**config.mk**
```make
export PLATFORM = sky130hd
export DESIGN_NAME = irq_cfg_regif
export DESIGN_NICKNAME = d
export VERILOG_FILES = /design/src/rtl/irq_cfg_pkg.sv /design/src/rtl/irq_cfg_wdec.sv /design/src/rtl/irq_cfg_initseq.sv /design/src/rtl/irq_cfg_opregs.sv /design/src/rtl/irq_cfg_regif.sv
export SDC_FILE = /design/constraint.sdc
export NUM_CORES = 1
export LEC_CHECK = 0
export BUFFER_PORTS_ARGS = -buffer_cell sky130_fd_sc_hd__buf_2
export CELL_PAD_IN_SITES_DETAIL_PLACEMENT = 0
export CELL_PAD_IN_SITES_GLOBAL_PLACEMENT = 1
export CORE_MARGIN = 4
export CORE_UTILIZATION = 30
export DETAILED_ROUTE_END_ITERATION = 8
export GPL_ROUTABILITY_DRIVEN = 0
export GPL_TIMING_DRIVEN = 0
export MAX_ROUTING_LAYER = met4
export PLACE_DENSITY_LB_ADDON = 0.1
export SYNTH_ARGS = -nofsm -noshare
export SYNTH_HDL_FRONTEND = slang
export SYNTH_HIERARCHICAL = 1
export SYNTH_SLANG_ARGS = --single-unit
```
**constraint.sdc**
```tcl
create_clock -name clk -period 1.81 [get_ports clk]
set_clock_uncertainty 0.1 [all_clocks]
set_input_delay 0.4525 -clock clk [delete_from_list [all_inputs] [get_ports clk]]
set_output_delay 0.4525 -clock clk [all_outputs]
set_load 0.1 [all_outputs]
```
**src/rtl/irq_cfg_pkg.sv**
```systemverilog
package irq_cfg_pkg;
   typedef enum logic [1:0] {
      STEP_IDLE = 2'd0,
      STEP_VEC  = 2'd1,
      STEP_CAS  = 2'd2,
      STEP_W4   = 2'd3
   } init_step_e;

   typedef enum logic [1:0] {
      CMD_NONE = 2'd0,
      CMD_INIT = 2'd1,
      CMD_CTRL = 2'd2,
      CMD_PRIO = 2'd3
   } cmd0_e;

   typedef struct packed {
      logic sfn;
      logic aeoi;
      logic single;
      logic expect4;
      logic lvl_err;
   } init_cfg_t;
endpackage

```
**src/rtl/irq_cfg_wdec.sv**
```systemverilog
module irq_cfg_wdec
   import irq_cfg_pkg::*;
(
   input  logic  wr_en,
   input  logic  addr,
   input  logic  b4,
   input  logic  b3,
   output cmd0_e kind0,
   output logic  wr1
);
   always_comb begin
      kind0 = CMD_NONE;
      if (wr_en && !addr) begin
         if (b4)      kind0 = CMD_INIT;
         else if (b3) kind0 = CMD_CTRL;
         else         kind0 = CMD_PRIO;
      end
   end

   assign wr1 = wr_en && addr;
endmodule

```
**src/rtl/irq_cfg_initseq.sv**
```systemverilog
module irq_cfg_initseq
   import irq_cfg_pkg::*;
#(
   parameter int IRQ_N = 8,
   localparam int LVL_W = $clog2(IRQ_N)
) (
   input  logic                   clk,
   input  logic                   rst_n,
   input  cmd0_e                  kind0,
   input  logic                   wr1,
   input  logic [IRQ_N-1:LVL_W]   vec_in,
   input  logic                   b4,
   input  logic                   b3,
   input  logic                   b1,
   input  logic                   b0,
   output init_step_e             step,
   output init_cfg_t              cfg,
   output logic [IRQ_N-1:0]       vec_base,
   output logic                   init_clr
);
   assign init_clr = (kind0 == CMD_INIT);

   always_ff @(posedge clk) begin
      if (!rst_n) begin
         step     <= STEP_IDLE;
         cfg      <= '0;
         vec_base <= '0;
      end else if (init_clr) begin
         step        <= STEP_VEC;
         cfg         <= '0;
         cfg.expect4 <= b0;
         cfg.single  <= b1;
         cfg.lvl_err <= b3;
         vec_base    <= '0;
      end else if (wr1) begin
         unique case (step)
            STEP_VEC: begin
               vec_base <= {vec_in, {LVL_W{1'b0}}};
               if (!cfg.single)     step <= STEP_CAS;
               else if (cfg.expect4) step <= STEP_W4;
               else                 step <= STEP_IDLE;
            end
            STEP_CAS: step <= cfg.expect4 ? STEP_W4 : STEP_IDLE;
            STEP_W4: begin
               cfg.sfn  <= b4;
               cfg.aeoi <= b1;
               step     <= STEP_IDLE;
            end
            default: ;
         endcase
      end
   end
endmodule

```
**src/rtl/irq_cfg_opregs.sv**
```systemverilog
module irq_cfg_opregs
   import irq_cfg_pkg::*;
#(
   parameter int IRQ_N     = 8,
   parameter int RDATA_REG = 0,
   localparam int LVL_W    = $clog2(IRQ_N)
) (
   input  logic               clk,
   input  logic               rst_n,
   input  cmd0_e              kind0,
   input  logic               wr1,
   input  init_step_e         step,
   input  logic [IRQ_N-1:0]   wdata,
   input  logic               rd_en,
   input  logic               addr,
   input  logic [IRQ_N-1:0]   req_vec,
   input  logic [IRQ_N-1:0]   svc_vec,
   input  logic [IRQ_N-1:0]   poll_word,
   output logic [IRQ_N-1:0]   mask_q,
   output logic               mask_load,
   output logic               rot_aeoi,
   output logic               spec_mask,
   output logic               prio_cmd_stb,
   output logic [2:0]         prio_cmd_code,
   output logic [LVL_W-1:0]   prio_cmd_lvl,
   output logic               poll_ack,
   output logic [IRQ_N-1:0]   rdata
);
   logic             rd_sel_q;
   logic             poll_q;
   logic [IRQ_N-1:0] rd_word;
   logic             rot_cmd;

   assign mask_load     = wr1 && (step == STEP_IDLE);
   assign rot_cmd       = (kind0 == CMD_PRIO) && (wdata[6:5] == 2'b00);
   assign prio_cmd_stb  = (kind0 == CMD_PRIO) && !rot_cmd;
   assign prio_cmd_code = wdata[7:5];
   assign prio_cmd_lvl  = wdata[LVL_W-1:0];
   assign poll_ack      = rd_en && poll_q;

   always_ff @(posedge clk) begin
      if (!rst_n) begin
         mask_q    <= '0;
         rd_sel_q  <= 1'b0;
         poll_q    <= 1'b0;
         spec_mask <= 1'b0;
         rot_aeoi  <= 1'b0;
      end else if (kind0 == CMD_INIT) begin
         mask_q    <= '0;
         rd_sel_q  <= 1'b0;
         poll_q    <= 1'b0;
         spec_mask <= 1'b0;
         rot_aeoi  <= 1'b0;
      end else begin
         if (mask_load) mask_q <= wdata;
         if (poll_ack)  poll_q <= 1'b0;
         if (kind0 == CMD_CTRL) begin
            if (wdata[2]) poll_q    <= 1'b1;
            if (wdata[1]) rd_sel_q  <= wdata[0];
            if (wdata[6]) spec_mask <= wdata[5];
         end
         if (rot_cmd) rot_aeoi <= wdata[7];
      end
   end

   always_comb begin
      if (poll_q)      rd_word = poll_word;
      else if (addr)   rd_word = mask_q;
      else if (rd_sel_q) rd_word = svc_vec;
      else             rd_word = req_vec;
   end

   generate
      if (RDATA_REG == 0) begin : g_rd_comb
         assign rdata = rd_en ? rd_word : '0;
      end else begin : g_rd_reg
         logic [IRQ_N-1:0] rdata_q;
         always_ff @(posedge clk) begin
            if (!rst_n)     rdata_q <= '0;
            else if (rd_en) rdata_q <= rd_word;
         end
         assign rdata = rdata_q;
      end
   endgenerate
endmodule

```
**src/rtl/irq_cfg_regif.sv**
```systemverilog
module irq_cfg_regif
   import irq_cfg_pkg::*;
#(
   parameter int IRQ_N     = 8,
   parameter int RDATA_REG = 0,
   localparam int LVL_W    = $clog2(IRQ_N)
) (
   input  logic              clk,
   input  logic              rst_n,
   input  logic              addr,
   input  logic              wr_en,
   input  logic              rd_en,
   input  logic [IRQ_N-1:0]  wdata,
   input  logic [IRQ_N-1:0]  req_vec,
   input  logic [IRQ_N-1:0]  svc_vec,
   input  logic [IRQ_N-1:0]  poll_word,
   output logic [IRQ_N-1:0]  rdata,
   output logic              init_clr,
   output logic              mask_load,
   output logic [IRQ_N-1:0]  mask_q,
   output logic              prio_cmd_stb,
   output logic [2:0]        prio_cmd_code,
   output logic [LVL_W-1:0]  prio_cmd_lvl,
   output logic              poll_ack,
   output logic [IRQ_N-1:0]  vec_base,
   output logic              single_mode,
   output logic              auto_eoi,
   output logic              sfn_mode,
   output logic              rot_aeoi,
   output logic              spec_mask,
   output logic              level_err,
   output logic [1:0]        init_step
);
   generate
      if (IRQ_N != 8) begin : g_bad_width
         $error("irq_cfg_regif: command field positions require IRQ_N == 8");
      end
      if (RDATA_REG != 0 && RDATA_REG != 1) begin : g_bad_rdreg
         $error("irq_cfg_regif: RDATA_REG must be 0 or 1");
      end
   endgenerate

   cmd0_e      kind0;
   logic       wr1;
   init_step_e step;
   init_cfg_t  cfg;

   irq_cfg_wdec u_wdec (
      .wr_en (wr_en),
      .addr  (addr),
      .b4    (wdata[4]),
      .b3    (wdata[3]),
      .kind0 (kind0),
      .wr1   (wr1)
   );

   irq_cfg_initseq #(.IRQ_N(IRQ_N)) u_seq (
      .clk      (clk),
      .rst_n    (rst_n),
      .kind0    (kind0),
      .wr1      (wr1),
      .vec_in   (wdata[IRQ_N-1:LVL_W]),
      .b4       (wdata[4]),
      .b3       (wdata[3]),
      .b1       (wdata[1]),
      .b0       (wdata[0]),
      .step     (step),
      .cfg      (cfg),
      .vec_base (vec_base),
      .init_clr (init_clr)
   );

   irq_cfg_opregs #(.IRQ_N(IRQ_N), .RDATA_REG(RDATA_REG)) u_ops (
      .clk           (clk),
      .rst_n         (rst_n),
      .kind0         (kind0),
      .wr1           (wr1),
      .step          (step),
      .wdata         (wdata),
      .rd_en         (rd_en),
      .addr          (addr),
      .req_vec       (req_vec),
      .svc_vec       (svc_vec),
      .poll_word     (poll_word),
      .mask_q        (mask_q),
      .mask_load     (mask_load),
      .rot_aeoi      (rot_aeoi),
      .spec_mask     (spec_mask),
      .prio_cmd_stb  (prio_cmd_stb),
      .prio_cmd_code (prio_cmd_code),
      .prio_cmd_lvl  (prio_cmd_lvl),
      .poll_ack      (poll_ack),
      .rdata         (rdata)
   );

   assign single_mode = cfg.single;
   assign auto_eoi    = cfg.aeoi;
   assign sfn_mode    = cfg.sfn;
   assign level_err   = cfg.lvl_err;
   assign init_step   = step;
endmodule

```
# Word level (Yosys, flattened, before mapping)
# Cells that the tools add are included.
# Widths: inputs -> output; s select.
word_totals:
  ff_bits: 24
  in_bits: 37
  out_inout_bits: 42
op_classes:
  eq_ne: 6
  mux: 15
  bitwise: 1
  n_reduce_logical: 20
ops:
  columns: ["op", "count"]
  rows:
  - ["$mux 8", 4]
  - ["$reduce_and 2->1", 6]
  - ["$eq 2x2->1 const B", 4]
  - ["$mux 2", 4]
  - ["$logic_and 1x1->1", 6]
  - ["$mux 1", 6]
  - ["$pmux 2 s3", 1]
  - ["$eq 2x1->1 const B", 2]
  - ["$logic_not 2->1", 2]
  - ["$reduce_bool 4->1", 1]
  - ["$reduce_bool 3->1", 1]
  - ["$logic_not 1->1", 2]
  - ["$reduce_bool 2->1", 1]
  - ["$reduce_or 2->1", 1]
  - ["$not 1->1", 1]

# Depth between registers and ports, before layout
logic_depth:
  ltp_word: 7
  mapped_depth: 6

# Hierarchy
# Netlist, hierarchy kept.
modules_own_cells:
  columns: ["mod", "instances", "cells_each", "area_each_um2"]
  rows:
  - ["irq_cfg_opregs", 1, 108, 834.6]
  - ["irq_cfg_initseq", 1, 53, 526.8]
  - ["irq_cfg_wdec", 1, 5, 37.5]

# Worst setup path after synthesis
# No wires, ideal clock.
synth_timing:
  path_kind: "input -> output"
  from: "input port rd_en"
  to: "output port rdata[0]"
  arrival_time_ns: 2.610
  required_time_ns: 1.257
  setup_slack_ns: -1.353
  stages: 4
  path_cell_list: "and2_1 -> clkbuf_1 -> nand2_1 -> o21ai_1"
synth_between:
  elab_chain_len: 1
synth_lines:
  columns: ["element", "line", "rtl"]
  rows:
  - ["from (decl)", "irq_cfg_regif.sv:12", "input logic rd_en,"]
  - ["$mux 8", "irq_cfg_opregs.sv:75", "assign rdata = rd_en ? rd_word : '0;"]
  - ["to (decl)", "irq_cfg_regif.sv:17", "output logic [IRQ_N-1:0] rdata,"]
# No other way between the ends.

# Final worst setup path
layout_timing:
  from: "register u_ops.poll_q"
  to: "output port rdata[2]"
layout_between:
  elab_chain_len: 2
layout_lines:
  columns: ["element", "line", "rtl"]
  rows:
  - ["from (decl)", "irq_cfg_opregs.sv:30", "logic poll_q;"]
  - ["from (signal assigned)", "irq_cfg_opregs.sv:45", "poll_q <= 1'b0;"]
  - ["from (signal assigned)", "irq_cfg_opregs.sv:51", "poll_q <= 1'b0;"]
  - ["from (signal assigned)", "irq_cfg_opregs.sv:56", "if (poll_ack) poll_q <= 1'b0;"]
  - ["$mux 8", "irq_cfg_opregs.sv:67", "if (poll_q) rd_word = poll_word;"]
  - ["$mux 8", "irq_cfg_opregs.sv:75", null]
# No other way between the ends.

==> flow_metrics.tcl <==
set metrics [dict create \
    status "complete, but fails checks" \
    violations "negative setup slack" \
    grt_pass1_wl_um 7327 \
    synth_compound_area_share_pct 19.32 \
    dpl_worst_slack_ns -0.4593 \
    dp_hpwl_um 3182 \
    clockBufferDepth 2 \
    htree_levels 1 \
    fmax_ghz 0.5098 \
    synthSimpleGateAreaFrac_pct 23.61 \
    synthDistinctLibCells 36 \
    period_minus_slack_ns 1.962 \
    seq_power_share_pct 35.3 \
    crit_fanout 8 \
    r2r_end "u_ops/mask_q[2]" \
    numCtsBuffers 3 \
    netSwitchingPower_uw 628.2 \
    vias 1475 \
    startpoint_type "flip-flop" \
    hold_violations 0 \
    worstReg2RegStart "u_seq/step[0]" \
    dr.pass1.iters 4 \
    p_leak_nw 1.154 \
    cts.sinks 24 \
    fin_crit_sh_pct 108.4 \
    combinationalPowerShare_pct 41.6 \
    nets 297 \
    rsz0062_at_grt "true" \
    slew_viol_final 0 \
    portBuffers 75 \
    holdBufCountCts 0 \
    grt_usage_pct 15.47 \
    drt_iter0_drc 41 \
    synth-seq-area-share_pct 34.35 \
    yosys.area_share.xor_xnor_pct 0 \
    chipWidth_um 76.29 \
    dieArea_um2 5819 \
    root_buffer "clkbuf_8" \
    synthArstFlopShare_pct 0 \
    synth_top_family_by_area "simple AND/OR/NAND/NOR gates" \
    regToRegSetupSlack_ns 0.36 \
    clockPowerShare_pct 23.1 \
    area_growth_pct 75.67 \
    coreArea_um2 4444 \
    min_from "wdata[2]" \
    worst_skew_pair.late_latency_ns 0.26 \
    ir_drop_uv 566.5 \
    crit_slowest_cell "and2b_4" \
    synth_edf_count 0 \
    postSynthCellCount 166 \
    drc 0 \
    grt_max_degree 14 \
    cts.clk_slew.worst_paths_ns 0.08 \
    start_util_pct 31.48 \
    cp_cell_sequence "and2b_4, o21ai_2, o21ai_4, buf_12" \
    pin_count 79 \
    p_sw_share_pct 40.07 \
    maxCapViolCount 0 \
    synthesis.area_um2 1399 \
    r2r.worst_path.cells 6 \
    wl_per_cell_um 14.01 \
    ys.flop_type "dfxtp_1" \
    rows 24 \
    min_to "u_ops/mask_q[2]" \
    grt-ovfl-total 0 \
    ys_seq_elements 24 \
    drt-total-wl_um 4356 \
    synthMuxAreaShare_pct 12.88 \
    hold_class "in2reg" \
    setup_violations 9 \
    stdcell_area_um2 2457 \
    placed_cell_area_um2 2047 \
    antenna_found_initial 0 \
    critPathKind "reg2out" \
    worst_slack_ns -0.1516 \
    crit_required_ns 1.26 \
    powerDensity_nw_per_um2 638.1 \
    synth_fa_ha_area_share_pct 0 \
    synth_warnings 6 \
    die_y_um 76.29 \
    critical-path-max-stage-delay_ns 0.35 \
    avgSynthCellArea_um2 8.427 \
    cp_data_arrival_time_ns 1.41 \
    endpoint_kind "output port" \
    ant_nets 0 \
    finalPower_mw 1.568 \
    drive_gt1_share_pct 61.39 \
    whs_path_depth 3 \
    diodes 0 \
    p_int_uw 939.7 \
    grt_pass1_vias 1471 \
    vias_per_cell 4.743 \
    cts_tree "built" \
]
critical path, delay by kind of cell, from the launching register on:
kind	cells	cell delay [ns]
buffers and inverters	1	0.19
AO/OA/AOI/OAI	2	0.28
flip-flops	1	0.33
AND/OR/NAND/NOR	1	0.35
Yosys cell counts (2+ instances only):
library cell / instances / share of area (%)
o21ai_0: 11 / 3.9
buf_4: 11 / 5.9
nand2_1: 10 / 2.7
o21ai_1: 8 / 2.9
a211oi_1: 8 / 4.3
nand2b_1: 2 / 0.89
nand3_1: 6 / 2.1
mux2i_1: 18 / 13
nor2_1: 16 / 4.3
nand2b_4: 2 / 2.0
and2_1: 2 / 0.89
a21oi_2: 3 / 1.9
o21a_1: 3 / 1.6
inv_1: 6 / 1.6
nor2b_1: 14 / 6.3
a21oi_1: 3 / 1.1
dfxtp_1: 24 / 34
registers in the layout, indices dropped and copies added (netlist names):
register	count
u_ops/mask_q	8
u_seq/cfg	5
u_seq/vec_base	5
u_seq/step	2
u_ops/poll_q	1
u_ops/rd_sel_q	1
u_ops/rot_aeoi	1
u_ops/spec_mask	1
power by group through the flow:
stage	clock, mW	combinational [mW]	sequential (mW)
after floorplan	0	0.348	0.660
after global placement	0	0.553	0.566
after detailed placement	0	0.554	0.566
after CTS	0.382	0.641	0.554
after global routing	0.404	0.681	0.556
final	0.362	0.653	0.553
per-layer routing:
metal / wire length (um) / up-vias / track usage (%)
met2: 2052 / 43 / 24.69
met1: 2070 / 678 / 20.26
met5: 0 / - / -
met4: 8 / 0 / 1.630
met3: 224 / 2 / 4.255
li1: - / 752 / -
through the flow:
step | hold slack, ns | std cells | TNS [ns] | util, %
finish | 0.3650 | 311 | -1.155 | 55.29
global route | 0.3823 | 311 | -1.759 | 55.29
CTS | 0.3638 | 305 | -1.230 | 54.14
detailed placement | 0.3832 | 295 | -3.577 | 46.06
global placement | 0.3741 | 295 | -3.632 | 46.06
floorplan | 0.4362 | 168 | -1.126 | -
cells by family after synthesis:
logic type,count (synthesis)
AND/OR/NAND/NOR,59
AO/OA/AOI/OAI,42
flip-flops,24
buffers and inverters,22
multiplexers,18
other,1
timing repair:
action,4_1_cts,5_1_grt
setup endpoints to repair,12,11
hold endpoints to repair,0,0
pin swaps,2,3
buffers inserted,7,6
gates resized for setup,70,2
layout by cell type, fill, tap and decap left out, types with 2 or more instances in the layout:
cell,n
nand2_1,10
conb_1,3
buf_12,11
a21oi_2,2
nand2b_4,3
nand3_1,6
nor2b_1,14
buf_6,2
o21ai_0,3
and2_1,2
a21oi_1,3
dfxtp_1,12
clkbuf_8,6
buf_2,61
a211oi_2,7
o21a_1,3
buf_4,24
dfxtp_4,9
inv_1,4
o21ai_4,9
dfxtp_2,3
nor2_1,15
o21ai_2,8
mux2i_1,18
worst max-delay path by stage:
stage | start | endpoint | slack [ns] | cells past startpoint
6_report | u_ops/poll_q | rdata[2] | -0.15 | 4
5_1_grt | u_ops/poll_q | rdata[3] | -0.22 | 4
4_1_cts | u_ops/poll_q | rdata[7] | -0.15 | 4
3_5_place_dp | wr_en | mask_load | -0.46 | 5
3_3_place_gp | addr | init_clr | -0.46 | 7
2_1_floorplan | addr | u_seq/step[0] | -0.17 | 6
area by class of cell:
type	count	area [um^2]
sequential	24	518.0
timing repair buffer	88	653.1
buffer	14	125.1
inverter	7	35.03
clock buffer	4	55.05
multi-input combinational	122	1006
tap	52	65.06
fill	439	1987
Power figures use the tool's default switching activity.
